## src/rtl/flash_status_pkg.sv

```systemverilog
package flash_status_pkg;

  localparam int BYTE_W = 8;

  typedef enum logic [3:0] {
    ST_IDLE, ST_PROG, ST_PPROT, ST_ERASE, ST_EPROT,
    ST_SUSP, ST_PDONE, ST_EDONE, ST_TOUT
  } fsgStateE;

  typedef enum logic [2:0] {
    VIEW_ARRAY, VIEW_PGM_ST, VIEW_ERS_ST, VIEW_SUSP, VIEW_PGM_DONE, VIEW_ERS_DONE
  } fsgViewE;

  typedef struct packed {
    logic    ldPgm;
    logic    ldErase;
    fsgViewE view;
    logic    dq5;
  } fsgStrobeT;

endpackage

```

## src/rtl/fsg_ctrl.sv

```systemverilog
module fsg_ctrl
  import flash_status_pkg::*;
#(
  parameter int SECT_W         = 3,
  parameter int PROG_CYC       = 12,
  parameter int SECT_ERASE_CYC = 20,
  parameter int PROT_PROG_CYC  = 6,
  parameter int PROT_ERASE_CYC = 25,
  parameter int TIMEOUT_CYC    = 100
) (
  input  logic              clk,
  input  logic              rstN,
  input  logic              progStart,
  input  logic              eraseStart,
  input  logic              suspendReq,
  input  logic              resetCmd,
  input  logic              tgtProt,
  input  logic              selEmpty,
  input  logic [SECT_W:0]   liveCount,
  output fsgStrobeT         strobe
);

  localparam int NUM_SECT  = 2 ** SECT_W;
  localparam int ERASE_MAX = NUM_SECT * SECT_ERASE_CYC;
  localparam int MAX_A     = (ERASE_MAX > PROG_CYC) ? ERASE_MAX : PROG_CYC;
  localparam int MAX_B     = (PROT_PROG_CYC > PROT_ERASE_CYC) ? PROT_PROG_CYC : PROT_ERASE_CYC;
  localparam int MAX_DUR   = (MAX_A > MAX_B) ? MAX_A : MAX_B;
  localparam int CNT_W     = $clog2(MAX_DUR + 1);
  localparam int AGE_W     = $clog2(TIMEOUT_CYC + 1);

  fsgStateE             state;
  logic [CNT_W-1:0]     pgmCnt, ersCnt;
  logic [AGE_W-1:0]     pgmAge, ersAge;
  logic                 fromSusp, toutPgm, dq5;
  logic                 pgmAccept, ersAccept;
  logic [CNT_W-1:0]     ersDur;

  always_comb begin
    pgmAccept = progStart &&
                (state inside {ST_IDLE, ST_PDONE, ST_EDONE, ST_SUSP});
    ersAccept = eraseStart && !progStart && !selEmpty &&
                (state inside {ST_IDLE, ST_PDONE, ST_EDONE});
    ersDur    = CNT_W'(liveCount) * CNT_W'(SECT_ERASE_CYC);
  end

  always_ff @(posedge clk or negedge rstN) begin
    if (!rstN) begin
      state    <= ST_IDLE;
      pgmCnt   <= '0;
      ersCnt   <= '0;
      pgmAge   <= '0;
      ersAge   <= '0;
      fromSusp <= 1'b0;
      toutPgm  <= 1'b0;
      dq5      <= 1'b0;
    end else if (resetCmd) begin
      state    <= ST_IDLE;
      fromSusp <= 1'b0;
      dq5      <= 1'b0;
    end else if (pgmAccept) begin
      fromSusp <= (state == ST_SUSP);
      pgmAge   <= '0;
      if (tgtProt) begin
        state  <= ST_PPROT;
        pgmCnt <= CNT_W'(PROT_PROG_CYC);
      end else begin
        state  <= ST_PROG;
        pgmCnt <= CNT_W'(PROG_CYC);
      end
    end else if (ersAccept) begin
      ersAge <= '0;
      if (liveCount == '0) begin
        state  <= ST_EPROT;
        ersCnt <= CNT_W'(PROT_ERASE_CYC);
      end else begin
        state  <= ST_ERASE;
        ersCnt <= ersDur;
      end
    end else begin
      unique case (state)
        ST_PROG: begin
          if (pgmCnt == CNT_W'(1)) begin
            state <= fromSusp ? ST_SUSP : ST_PDONE;
          end else if (pgmAge == AGE_W'(TIMEOUT_CYC - 1)) begin
            state   <= ST_TOUT;
            toutPgm <= 1'b1;
            dq5     <= 1'b1;
          end else begin
            pgmCnt <= pgmCnt - 1'b1;
            pgmAge <= pgmAge + 1'b1;
          end
        end
        ST_PPROT: begin
          if (pgmCnt == CNT_W'(1)) state <= fromSusp ? ST_SUSP : ST_IDLE;
          else                     pgmCnt <= pgmCnt - 1'b1;
        end
        ST_ERASE: begin
          if (ersCnt == CNT_W'(1)) begin
            state <= ST_EDONE;
          end else if (ersAge == AGE_W'(TIMEOUT_CYC - 1)) begin
            state   <= ST_TOUT;
            toutPgm <= 1'b0;
            dq5     <= 1'b1;
          end else if (suspendReq) begin
            state <= ST_SUSP;
          end else begin
            ersCnt <= ersCnt - 1'b1;
            ersAge <= ersAge + 1'b1;
          end
        end
        ST_EPROT: begin
          if (ersCnt == CNT_W'(1)) state <= ST_IDLE;
          else                     ersCnt <= ersCnt - 1'b1;
        end
        default: ;
      endcase
    end
  end

  always_comb begin
    strobe.ldPgm   = pgmAccept && !resetCmd;
    strobe.ldErase = ersAccept && !resetCmd;
    strobe.dq5     = dq5;
    unique case (state)
      ST_PROG, ST_PPROT:   strobe.view = VIEW_PGM_ST;
      ST_ERASE, ST_EPROT:  strobe.view = VIEW_ERS_ST;
      ST_SUSP:             strobe.view = VIEW_SUSP;
      ST_PDONE:            strobe.view = VIEW_PGM_DONE;
      ST_EDONE:            strobe.view = VIEW_ERS_DONE;
      ST_TOUT:             strobe.view = toutPgm ? VIEW_PGM_ST : VIEW_ERS_ST;
      default:             strobe.view = VIEW_ARRAY;
    endcase
  end

  // an accepted program from idle is busy at the next edge
  p_prog_start_r1: assert property (@(posedge clk) disable iff (!rstN)
    (state == ST_IDLE && progStart && !resetCmd) |=> (state inside {ST_PROG, ST_PPROT}))
    else $error("p_prog_start_r1");

  // suspended erase progress does not move
  p_susp_frozen_r5: assert property (@(posedge clk) disable iff (!rstN)
    (state == ST_SUSP) |=> $stable(ersCnt))
    else $error("p_susp_frozen_r5");

  // timeout is sticky until a reset command
  p_tout_sticky_r10: assert property (@(posedge clk) disable iff (!rstN)
    (state == ST_TOUT && !resetCmd) |=> (state == ST_TOUT && dq5))
    else $error("p_tout_sticky_r10");

  // a protected window never ends in timeout
  p_prot_no_tout_r10: assert property (@(posedge clk) disable iff (!rstN)
    (state inside {ST_PPROT, ST_EPROT}) |=> (state != ST_TOUT))
    else $error("p_prot_no_tout_r10");

  // reset command always lands in array-read mode with bit 5 clear
  p_reset_cmd_r11: assert property (@(posedge clk) disable iff (!rstN)
    resetCmd |=> (state == ST_IDLE && !dq5))
    else $error("p_reset_cmd_r11");

endmodule

```

## src/rtl/fsg_datapath.sv

```systemverilog
module fsg_datapath
  import flash_status_pkg::*;
#(
  parameter int                ADDR_W    = 8,
  parameter int                SECT_W    = 3,
  parameter logic [BYTE_W-1:0] DFLT_BYTE = 8'hA5
) (
  input  logic                 clk,
  input  logic                 rstN,
  input  fsgStrobeT            strobe,
  input  logic [ADDR_W-1:0]    progAddr,
  input  logic [BYTE_W-1:0]    progData,
  input  logic [2**SECT_W-1:0] eraseMask,
  input  logic [2**SECT_W-1:0] protMask,
  input  logic                 rdStrobe,
  input  logic [ADDR_W-1:0]    rdAddr,
  input  logic [BYTE_W-1:0]    arrayData,
  output logic                 tgtProt,
  output logic                 selEmpty,
  output logic [SECT_W:0]      liveCount,
  output logic [BYTE_W-1:0]    dataOut
);

  localparam int NUM_SECT = 2 ** SECT_W;

  logic [ADDR_W-1:0]   pgmAddr;
  logic [BYTE_W-1:0]   pgmData;
  logic [NUM_SECT-1:0] ersSel, ersLive, liveIn;
  logic [SECT_W-1:0]   rdSec;
  logic                pgmHit;
  logic [BYTE_W-1:0]   pgmStatus, ersStatus, readVal;

  // command-side decode
  always_comb begin
    tgtProt   = protMask[progAddr[ADDR_W-1 -: SECT_W]];
    liveIn    = eraseMask & ~protMask;
    selEmpty  = (eraseMask == '0);
    liveCount = '0;
    for (int i = 0; i < NUM_SECT; i++) begin
      liveCount = liveCount + (SECT_W+1)'(liveIn[i]);
    end
  end

  always_ff @(posedge clk or negedge rstN) begin
    if (!rstN) begin
      pgmAddr <= '0;
      pgmData <= '0;
      ersSel  <= '0;
      ersLive <= '0;
    end else begin
      if (strobe.ldPgm) begin
        pgmAddr <= progAddr;
        pgmData <= progData;
      end
      if (strobe.ldErase) begin
        ersSel  <= eraseMask;
        ersLive <= liveIn;
      end
    end
  end

  // read-side selection; status bit 7 = progress, bit 5 = timeout
  always_comb begin
    rdSec     = rdAddr[ADDR_W-1 -: SECT_W];
    pgmHit    = (rdAddr == pgmAddr);
    pgmStatus = {~pgmData[7], 1'b0, strobe.dq5, 5'b0};
    ersStatus = {1'b0, 1'b0, strobe.dq5, 5'b0};
    unique case (strobe.view)
      VIEW_PGM_ST:   readVal = pgmHit ? pgmStatus : DFLT_BYTE;
      VIEW_ERS_ST:   readVal = ersSel[rdSec] ? ersStatus : DFLT_BYTE;
      VIEW_SUSP:     readVal = ersSel[rdSec] ? 8'h80 : arrayData;
      VIEW_PGM_DONE: readVal = pgmHit ? pgmData : arrayData;
      VIEW_ERS_DONE: readVal = ersLive[rdSec] ? 8'hFF : arrayData;
      default:       readVal = arrayData;
    endcase
  end

  always_ff @(posedge clk or negedge rstN) begin
    if (!rstN)         dataOut <= '0;
    else if (rdStrobe) dataOut <= readVal;
  end

  // output holds when no read is strobed
  p_hold_r12: assert property (@(posedge clk) disable iff (!rstN)
    !rdStrobe |=> $stable(dataOut))
    else $error("p_hold_r12");

  // program status on a valid address never shows a stale bit 6
  p_status_bit6_r2: assert property (@(posedge clk) disable iff (!rstN)
    (rdStrobe && strobe.view == VIEW_PGM_ST && pgmHit) |=> (dataOut[6] == 1'b0))
    else $error("p_status_bit6_r2");

endmodule

```

## src/rtl/flash_status_gen.sv

```systemverilog
module flash_status_gen
  import flash_status_pkg::*;
#(
  parameter int                ADDR_W         = 8,
  parameter int                SECT_W         = 3,
  parameter int                PROG_CYC       = 12,
  parameter int                SECT_ERASE_CYC = 20,
  parameter int                PROT_PROG_CYC  = 6,
  parameter int                PROT_ERASE_CYC = 25,
  parameter int                TIMEOUT_CYC    = 100,
  parameter logic [7:0]        DFLT_BYTE      = 8'hA5
) (
  input  logic                 clk,
  input  logic                 rstN,
  input  logic                 progStart,
  input  logic [ADDR_W-1:0]    progAddr,
  input  logic [7:0]           progData,
  input  logic                 eraseStart,
  input  logic [2**SECT_W-1:0] eraseMask,
  input  logic [2**SECT_W-1:0] protMask,
  input  logic                 suspendReq,
  input  logic                 resetCmd,
  input  logic                 rdStrobe,
  input  logic [ADDR_W-1:0]    rdAddr,
  input  logic [7:0]           arrayData,
  output logic [7:0]           dataOut
);

  fsgStrobeT         strobe;
  logic              tgtProt, selEmpty;
  logic [SECT_W:0]   liveCount;

  fsg_ctrl #(
    .SECT_W(SECT_W), .PROG_CYC(PROG_CYC), .SECT_ERASE_CYC(SECT_ERASE_CYC),
    .PROT_PROG_CYC(PROT_PROG_CYC), .PROT_ERASE_CYC(PROT_ERASE_CYC),
    .TIMEOUT_CYC(TIMEOUT_CYC)
  ) u_ctrl (
    .clk(clk), .rstN(rstN), .progStart(progStart), .eraseStart(eraseStart),
    .suspendReq(suspendReq), .resetCmd(resetCmd), .tgtProt(tgtProt),
    .selEmpty(selEmpty), .liveCount(liveCount), .strobe(strobe)
  );

  fsg_datapath #(
    .ADDR_W(ADDR_W), .SECT_W(SECT_W), .DFLT_BYTE(DFLT_BYTE)
  ) u_dp (
    .clk(clk), .rstN(rstN), .strobe(strobe), .progAddr(progAddr),
    .progData(progData), .eraseMask(eraseMask), .protMask(protMask),
    .rdStrobe(rdStrobe), .rdAddr(rdAddr), .arrayData(arrayData),
    .tgtProt(tgtProt), .selEmpty(selEmpty), .liveCount(liveCount),
    .dataOut(dataOut)
  );

endmodule

```

## config.mk

```make
export PLATFORM = sky130hd
export DESIGN_NAME = flash_status_gen
export DESIGN_NICKNAME = d
export VERILOG_FILES = /design/src/rtl/flash_status_pkg.sv /design/src/rtl/fsg_ctrl.sv /design/src/rtl/fsg_datapath.sv /design/src/rtl/flash_status_gen.sv
export SDC_FILE = /design/constraint.sdc
export NUM_CORES = 1
export LEC_CHECK = 0
export ABC_CLOCK_PERIOD_IN_PS = 3300
export BUFFER_PORTS_ARGS = -buffer_cell sky130_fd_sc_hd__buf_4
export CAP_MARGIN = 20
export CORE_MARGIN = 4
export CORE_UTILIZATION = 24
export DETAILED_ROUTE_END_ITERATION = 12
export PLACE_DENSITY = 0.5
export SYNTH_ARGS = -nofsm -noshare
export SYNTH_HDL_FRONTEND = slang
export SYNTH_SLANG_ARGS = --single-unit
```

## constraint.sdc

```tcl
create_clock -name clk -period 3.3 [get_ports clk]
set_input_delay 0.66 -clock clk [delete_from_list [all_inputs] [get_ports clk]]
set_output_delay 0.66 -clock clk [all_outputs]
set_load 0.03 [all_outputs]
```

Word-level counts from Yosys, hierarchy flattened. Cells that the tools add are included.

Input bits: 55. Bits in registers: 77.

Magnitude comparators: 2. Multipliers: 1. Mux-type cells: 66. $add $sub $neg: 11. Equal/unequal tests: 45. Reduce and logical (&&, ||, !) cells: 31. Bitwise logic cells: 6.

Operators with widths (number): $mux W8 (16); $mux W7 (10); $mux W4 (11); $pmux W8 S5 (1); $pmux W8 S2 (2); $ne A3 B2 Y1 const B (9); $add A4 B1 Y4 (6); $pmux W3 S6 (1); $eq A4 B3 Y1 const B (4); $eq A8 B1 Y1 const B (2); $ne A2 B1 Y1 const B (8); $pmux W4 S4 (1); $sub A8 B1 Y8 const B (2); $add A7 B1 Y7 const B (2); $eq A7 B7 Y1 const B (2); $mux W1 (14); $reduce_and A7 Y1 (2); $reduce_and A6 Y1 (2); $reduce_bool A3 Y1 (4); $ne A5 B2 Y1 const B (2); $reduce_and A5 Y1 (2); $bmux W1 S3 (3); $and A8 B8 Y8 (1); $eq A4 B2 Y1 const B (2); 27 further kinds (53).

Depth between registers and ports, before layout.
Word-level depth: 14. Mapped depth: 16. Mapped depth without buffers: 16.

Cells and area by module. From an unflattened synthesis, not the netlist that was laid out.

Cells, all modules: 495. Area, all modules: 4843.4 µm².

By module, submodules not included: fsg_ctrl (cells an instance 286, instances 1, sequential area each 925.9 µm², area an instance 2541.2 µm²); fsg_datapath (cells an instance 209, instances 1, sequential area each 1001.0 µm², area an instance 2302.2 µm²).

Least setup slack after synthesis. Ideal clock, no wire load.

Path type: in2reg. From: in eraseMask[1]. To: reg u_ctrl.ersCnt[7]. Stages on the path: 14. Arrival time: 4.413 ns. Path slack: -1.239 ns. Buffers on the path: 0. Setup time: 0.126 ns. Required time: 3.174 ns. Cells stage by stage: nor2b_1 ha_1 inv_1 fa_1 fa_1 fa_1 fa_1 inv_1 ha_1 ha_1 fa_1 xor2_1 nor2_1 o32a_1.

Longest elaborated chain between the ends: 11. Elaborated cells between the ends (all ways): 22.

Ends and longest elaborated chain: start, declared (RTL line flash_status_gen.sv:19) `input logic [2**SECT_W-1:0] eraseMask,`; $and A8 B8 Y8 (RTL line fsg_datapath.sv:36) `liveIn = eraseMask & ~protMask;`; $add A1 B1 Y2 (RTL line fsg_datapath.sv:40) `liveCount = liveCount + (SECT_W+1)'(liveIn[i]);`; $add A4 B1 Y4 (6 in a row) (RTL line fsg_datapath.sv:40); $mul A4 B3 Y6 or $logic_not A4 Y1 (tied branches) (RTL line fsg_ctrl.sv:43, fsg_ctrl.sv:72); $mux W8 (RTL line fsg_ctrl.sv:72) `if (liveCount == '0) begin`; $mux W8 (RTL line fsg_ctrl.sv:70) `end else if (ersAccept) begin`; end signal, assigned (RTL line fsg_ctrl.sv:74) `ersCnt <= CNT_W'(PROT_ERASE_CYC);`; end signal, assigned (RTL line fsg_ctrl.sv:77) `ersCnt <= ersDur;`; end signal, assigned (RTL line fsg_ctrl.sv:107) `ersCnt <= ersCnt - 1'b1;`; end, declared (RTL line fsg_ctrl.sv:32) `logic [CNT_W-1:0] pgmCnt, ersCnt;`.

Parallel ways exist; a longest one is shown, timed or not. A chain may end at the register's enable or synchronous reset.

Worst setup path after layout.
From: in eraseMask[0]. To: reg u_ctrl.ersCnt[7].

Longest elaborated chain between the ends: 11. Elaborated cells between the ends (all ways): 22.

Ends and longest elaborated chain: $and A8 B8 Y8 * (RTL line fsg_datapath.sv:36); net u_dp.liveIn[0] (RTL line fsg_datapath.sv:28) `logic [NUM_SECT-1:0] ersSel, ersLive, liveIn;`; $add A1 B1 Y2 * (RTL line fsg_datapath.sv:40); $add A4 B1 Y4 * (6 in a row) (RTL line fsg_datapath.sv:40); $mul A4 B3 Y6 or $logic_not A4 Y1 (tied branches) (RTL line fsg_ctrl.sv:43, fsg_ctrl.sv:72); $mux W8 * (RTL line fsg_ctrl.sv:72); $mux W8 * (RTL line fsg_ctrl.sv:70).

The timed path passes the listed nets; every way through them passes the cells marked *.

==> reports/summary.log <==
INFO  run_status     run_status=finished, violations left
INFO  run_status     failed_checks=negative setup slack
INFO  synth          synth-seq-area-share=0.412
INFO  setup_path     cp-startpoint=eraseMask[0]
INFO  clock_network  cts-hold-fix-buffers=0
INFO  timing         fin_hold_ws=281ps
INFO  global_route   first_global_vias=4127
INFO  synth          synth_most_common_cell=sky130_fd_sc_hd__nand2_1
INFO  clock_network  cts_tree=done
INFO  floorplanning  fp.dieW=148um
INFO  finish         final.fill_count=1966
INFO  power          p_leak=2.64nW
INFO  synth          syn_area_per_cell=8.93um^2
INFO  setup_path     worst_ep_arrival_time=4280ps
INFO  clock_network  clock_sinks=77
INFO  clock_network  clk_latency=350ps
INFO  placed_design  globalplace.congestion=0.837
INFO  floorplanning  initial_core_util=0.246
INFO  timing         rsz0062_at_grt=yes
INFO  synth          synth-adder-area-share=0.0536
INFO  synth          synth_largest_type_area_fraction=0.412
INFO  global_route   maximum_number_of_pins_on_one_net_before_global_route_repair=78
INFO  clock_network  cts-buffers-inserted=9
INFO  clock_network  worst_path_clk_slew=60ps
INFO  synth          main_combinational_cell_family_by_area_after_synthesis=simple AND/OR/NAND/NOR gates
INFO  placed_design  placement.setup.worst_slack=-1160ps
INFO  synth          synthesis.nets=595
INFO  finish         drive_gt1_frac=0.264
INFO  floorplanning  die_y=148um
INFO  global_route   grt_most_used_layer=met2
INFO  timing         final_critical_path_setup_slack=-750ps
INFO  routing        post_drt_wl_per_cell=14.6um
INFO  clock_network  clock_path_buffers=2
INFO  synth          synth.cells.most_frequent=122 x sky130_fd_sc_hd__nand2_1, 77 x sky130_fd_sc_hd__dfrtp_1, 51 x sky130_fd_sc_hd__nor2_1
INFO  global_route   groute.layer.met2.usage=0.200
INFO  routing        final_antenna_violating_net_count=0
INFO  finish         finished_layout_cells=874
INFO  routing        detailroute.via_count=4026
INFO  global_route   global_route.usage.total=0.119
INFO  setup_path     regToRegStartpoint=u_ctrl.state[0]$_DFFE_PN0P_
INFO  setup_path     reg2reg_depth=6
INFO  routing        remaining_routing_drc_violations=0
INFO  synth          count_of_flip_flops_with_a_built_in_enable_after_synthesis=0
INFO  finish         n_antenna_cell=0
INFO  timing         worst_clock_skew=7.46ps
INFO  routing        drt_pass1_iterations=4
INFO  synth          synth_simple_gate_area_frac=0.242
INFO  setup_path     worstSetupPathType=in2reg
INFO  clock_network  cts_htree_levels=3
INFO  timing         timing_hold_violations_final=0
INFO  synth          post-synth-top-area-cell=sky130_fd_sc_hd__dfrtp_1
INFO  timing         timing.slew.headroom=0.440
INFO  min_path       timing.hold.worst.class=in2async
INFO  finish         syn_to_final_growth=29.6%
INFO  routing        vias_per_cell=4.61
INFO  timing         min_period=4050ps
INFO  setup_path     critical_path_sink_type=flop
INFO  floorplanning  site_row_count=50
INFO  synth          synth-xor-area-share=0.0431
INFO  timing         timing.final.setup_violations=9
INFO  global_route   grt_pass1_wl=21.0mm
INFO  timing         worst-slew-pin-transition=829ps
INFO  global_route   gr-usage-met1=0.151
INFO  global_route   use_met3=0.0279
INFO  synth          netlist_area=4670um^2
INFO  floorplanning  placeableCoreArea=19000um^2
INFO  synth          share_of_cell_area_taken_by_muxes_after_synthesis=0.0493
INFO  setup_path     crit_required=3530ps
INFO  floorplanning  top_level_ports=63
INFO  synth          postSynth.topFlopCell=sky130_fd_sc_hd__dfrtp_1
INFO  synth          synthDistinctLibCells=72
INFO  synth          ys_ff_latch=77
INFO  setup_path     r2r_setup_slack=670ps
INFO  setup_path     worst-path-max-fanout=2
INFO  setup_path     regToRegEndpoint=u_ctrl.toutPgm$_DFFE_PN0P_
INFO  synth          syn_inst=523
INFO  routing        drt_iter0_markers=208
INFO  placed_design  placedCellCount=847
INFO  synth          ys_warn_count=0
INFO  synth          synth_area_leaders=sky130_fd_sc_hd__dfrtp_1 41%, sky130_fd_sc_hd__nand2_1 9.8%, sky130_fd_sc_hd__nor2_1 4.1%
INFO  power          p_per_area=751nW/um^2
INFO  finish         layout.nets=682
INFO  timing         fin_setup_tns=-4270ps
INFO  placed_design  portBuffers=62
INFO  routing        routed_wl=12.7mm
INFO  clock_network  cts.root.buffer_cell=sky130_fd_sc_hd__clkbuf_16
INFO  setup_path     startpoint_type=primary input
INFO  timing         final.period_utilization=1.23
INFO  global_route   antenna_found_initial=0
INFO  job            timing.max_cap.violations=0
INFO  synth          asyncSetResetFlopFracSynth=1.00
INFO  timing         count_of_pins_over_their_slew_limit=0
INFO  timing         fmax=0.247GHz
INFO  global_route   globalRouteOverflowTotal=0
INFO  power          max-vdd-ir-drop=237uV
INFO  placed_design  dp_hpwl=9.52mm
INFO  floorplanning  design.die.area=21800um^2
INFO  synth          synth_compound_area_frac=0.158
worst max path at each step:
stage | endpoint | cells past startpoint
after CTS | u_ctrl.ersCnt[7]$_DFFE_PN0P_ | 16
after global routing | u_ctrl.ersCnt[7]$_DFFE_PN0P_ | 16
after global placement | u_ctrl.ersCnt[7]$_DFFE_PN0P_ | 15
final | u_ctrl.ersCnt[7]$_DFFE_PN0P_ | 15
after floorplan | u_ctrl.ersCnt[7]$_DFFE_PN0P_ | 14
after detailed placement | u_ctrl.ersCnt[7]$_DFFE_PN0P_ | 16
state kept, by name, summed over array words and instances (netlist names):
signal / flops
u_dp.ersSel: 8
u_ctrl.state: 4
u_dp.ersLive: 8
u_ctrl.ersCnt: 8
u_dp.dataOut: 8
u_ctrl.fromSusp: 1
u_ctrl.pgmAge: 7
u_ctrl.ersAge: 7
u_dp.pgmData: 8
u_ctrl.pgmCnt: 8
u_ctrl.toutPgm: 1
u_ctrl.dq5: 1
u_dp.pgmAddr: 8
power by group:
part / internal, mW / total (mW) / switching, mW / leakage, nW
clock: 0.581 / 0.974 / 0.393 / 0.132
sequential: 1.29 / 1.58 / 0.283 / 0.979
combinational: 0.878 / 2.00 / 1.12 / 1.53
cells by family after synthesis:
logic type | Yosys count
buffers and inverters | 43
DFF | 77
and+or+nand+nor | 245
xor gates and xnor gates | 23
muxes | 15
adders and majority gates | 17
AOI/OAI and AO/OA | 103
repair_timing:
action / 4_1_cts / 5_1_grt
pin swaps: 7 / 6
setup buffers: 7 / 4
gates resized for setup: 10 / 4
endpoints found under the setup margin: 9 / 9
placed cells by master (no fill, tap or decap), types with 8 or more instances in the layout:
master,n
sky130_fd_sc_hd__ha_1,8
sky130_fd_sc_hd__nand3_1,11
sky130_fd_sc_hd__xnor2_1,14
sky130_fd_sc_hd__o21ai_0,23
sky130_fd_sc_hd__xor2_1,8
sky130_fd_sc_hd__inv_1,16
sky130_fd_sc_hd__a21oi_1,14
sky130_fd_sc_hd__buf_4,97
sky130_fd_sc_hd__nand4_1,8
sky130_fd_sc_hd__clkbuf_16,9
sky130_fd_sc_hd__a31oi_1,9
sky130_fd_sc_hd__nand2_1,122
sky130_fd_sc_hd__nor2_1,50
sky130_fd_sc_hd__dfrtp_1,77
metal layers:
layer  up-vias  part of all wire
met5         -                 0
met4         0             0.018
li1       1994                 -
met3        15             0.036
met2        67              0.48
met1      1950              0.47
per-stage QoR:
step | util | cell area (um^2) | power [mW]
5_1_grt | 0.319 | 6060 | 4.89
3_5_place_dp | 0.295 | 5600 | 3.50
3_3_place_gp | 0.295 | 5600 | 3.46
4_1_cts | 0.315 | 5970 | 4.56
2_1_floorplan | - | 4730 | 2.89
6_report | 0.319 | 6060 | 4.55
layout make-up:
type                    count  area (um^2)  area share
well taps                 260          325      0.0537
multi-input cells         403         2660       0.440
clock inverters             4         50.0     0.00826
clock buffers              11          233      0.0384
flip-flops and latches     77         1930       0.318
repair buffers            101          790       0.130
inverters                  18         67.6      0.0112
worst max-delay path, cell delays in order:
cell and delay [ps]:
sky130_fd_sc_hd__buf_6 90, sky130_fd_sc_hd__nor2b_4 130, sky130_fd_sc_hd__ha_4 250, sky130_fd_sc_hd__inv_2 30, sky130_fd_sc_hd__fa_1 490, sky130_fd_sc_hd__fa_1 430
sky130_fd_sc_hd__fa_2 380, sky130_fd_sc_hd__fa_2 590, sky130_fd_sc_hd__inv_2 40, sky130_fd_sc_hd__ha_4 210, sky130_fd_sc_hd__ha_4 150, sky130_fd_sc_hd__fa_2 330
sky130_fd_sc_hd__xor2_1 160, sky130_fd_sc_hd__nor2_1 50, sky130_fd_sc_hd__o32a_1 270
Power figures use the tool's default switching activity.
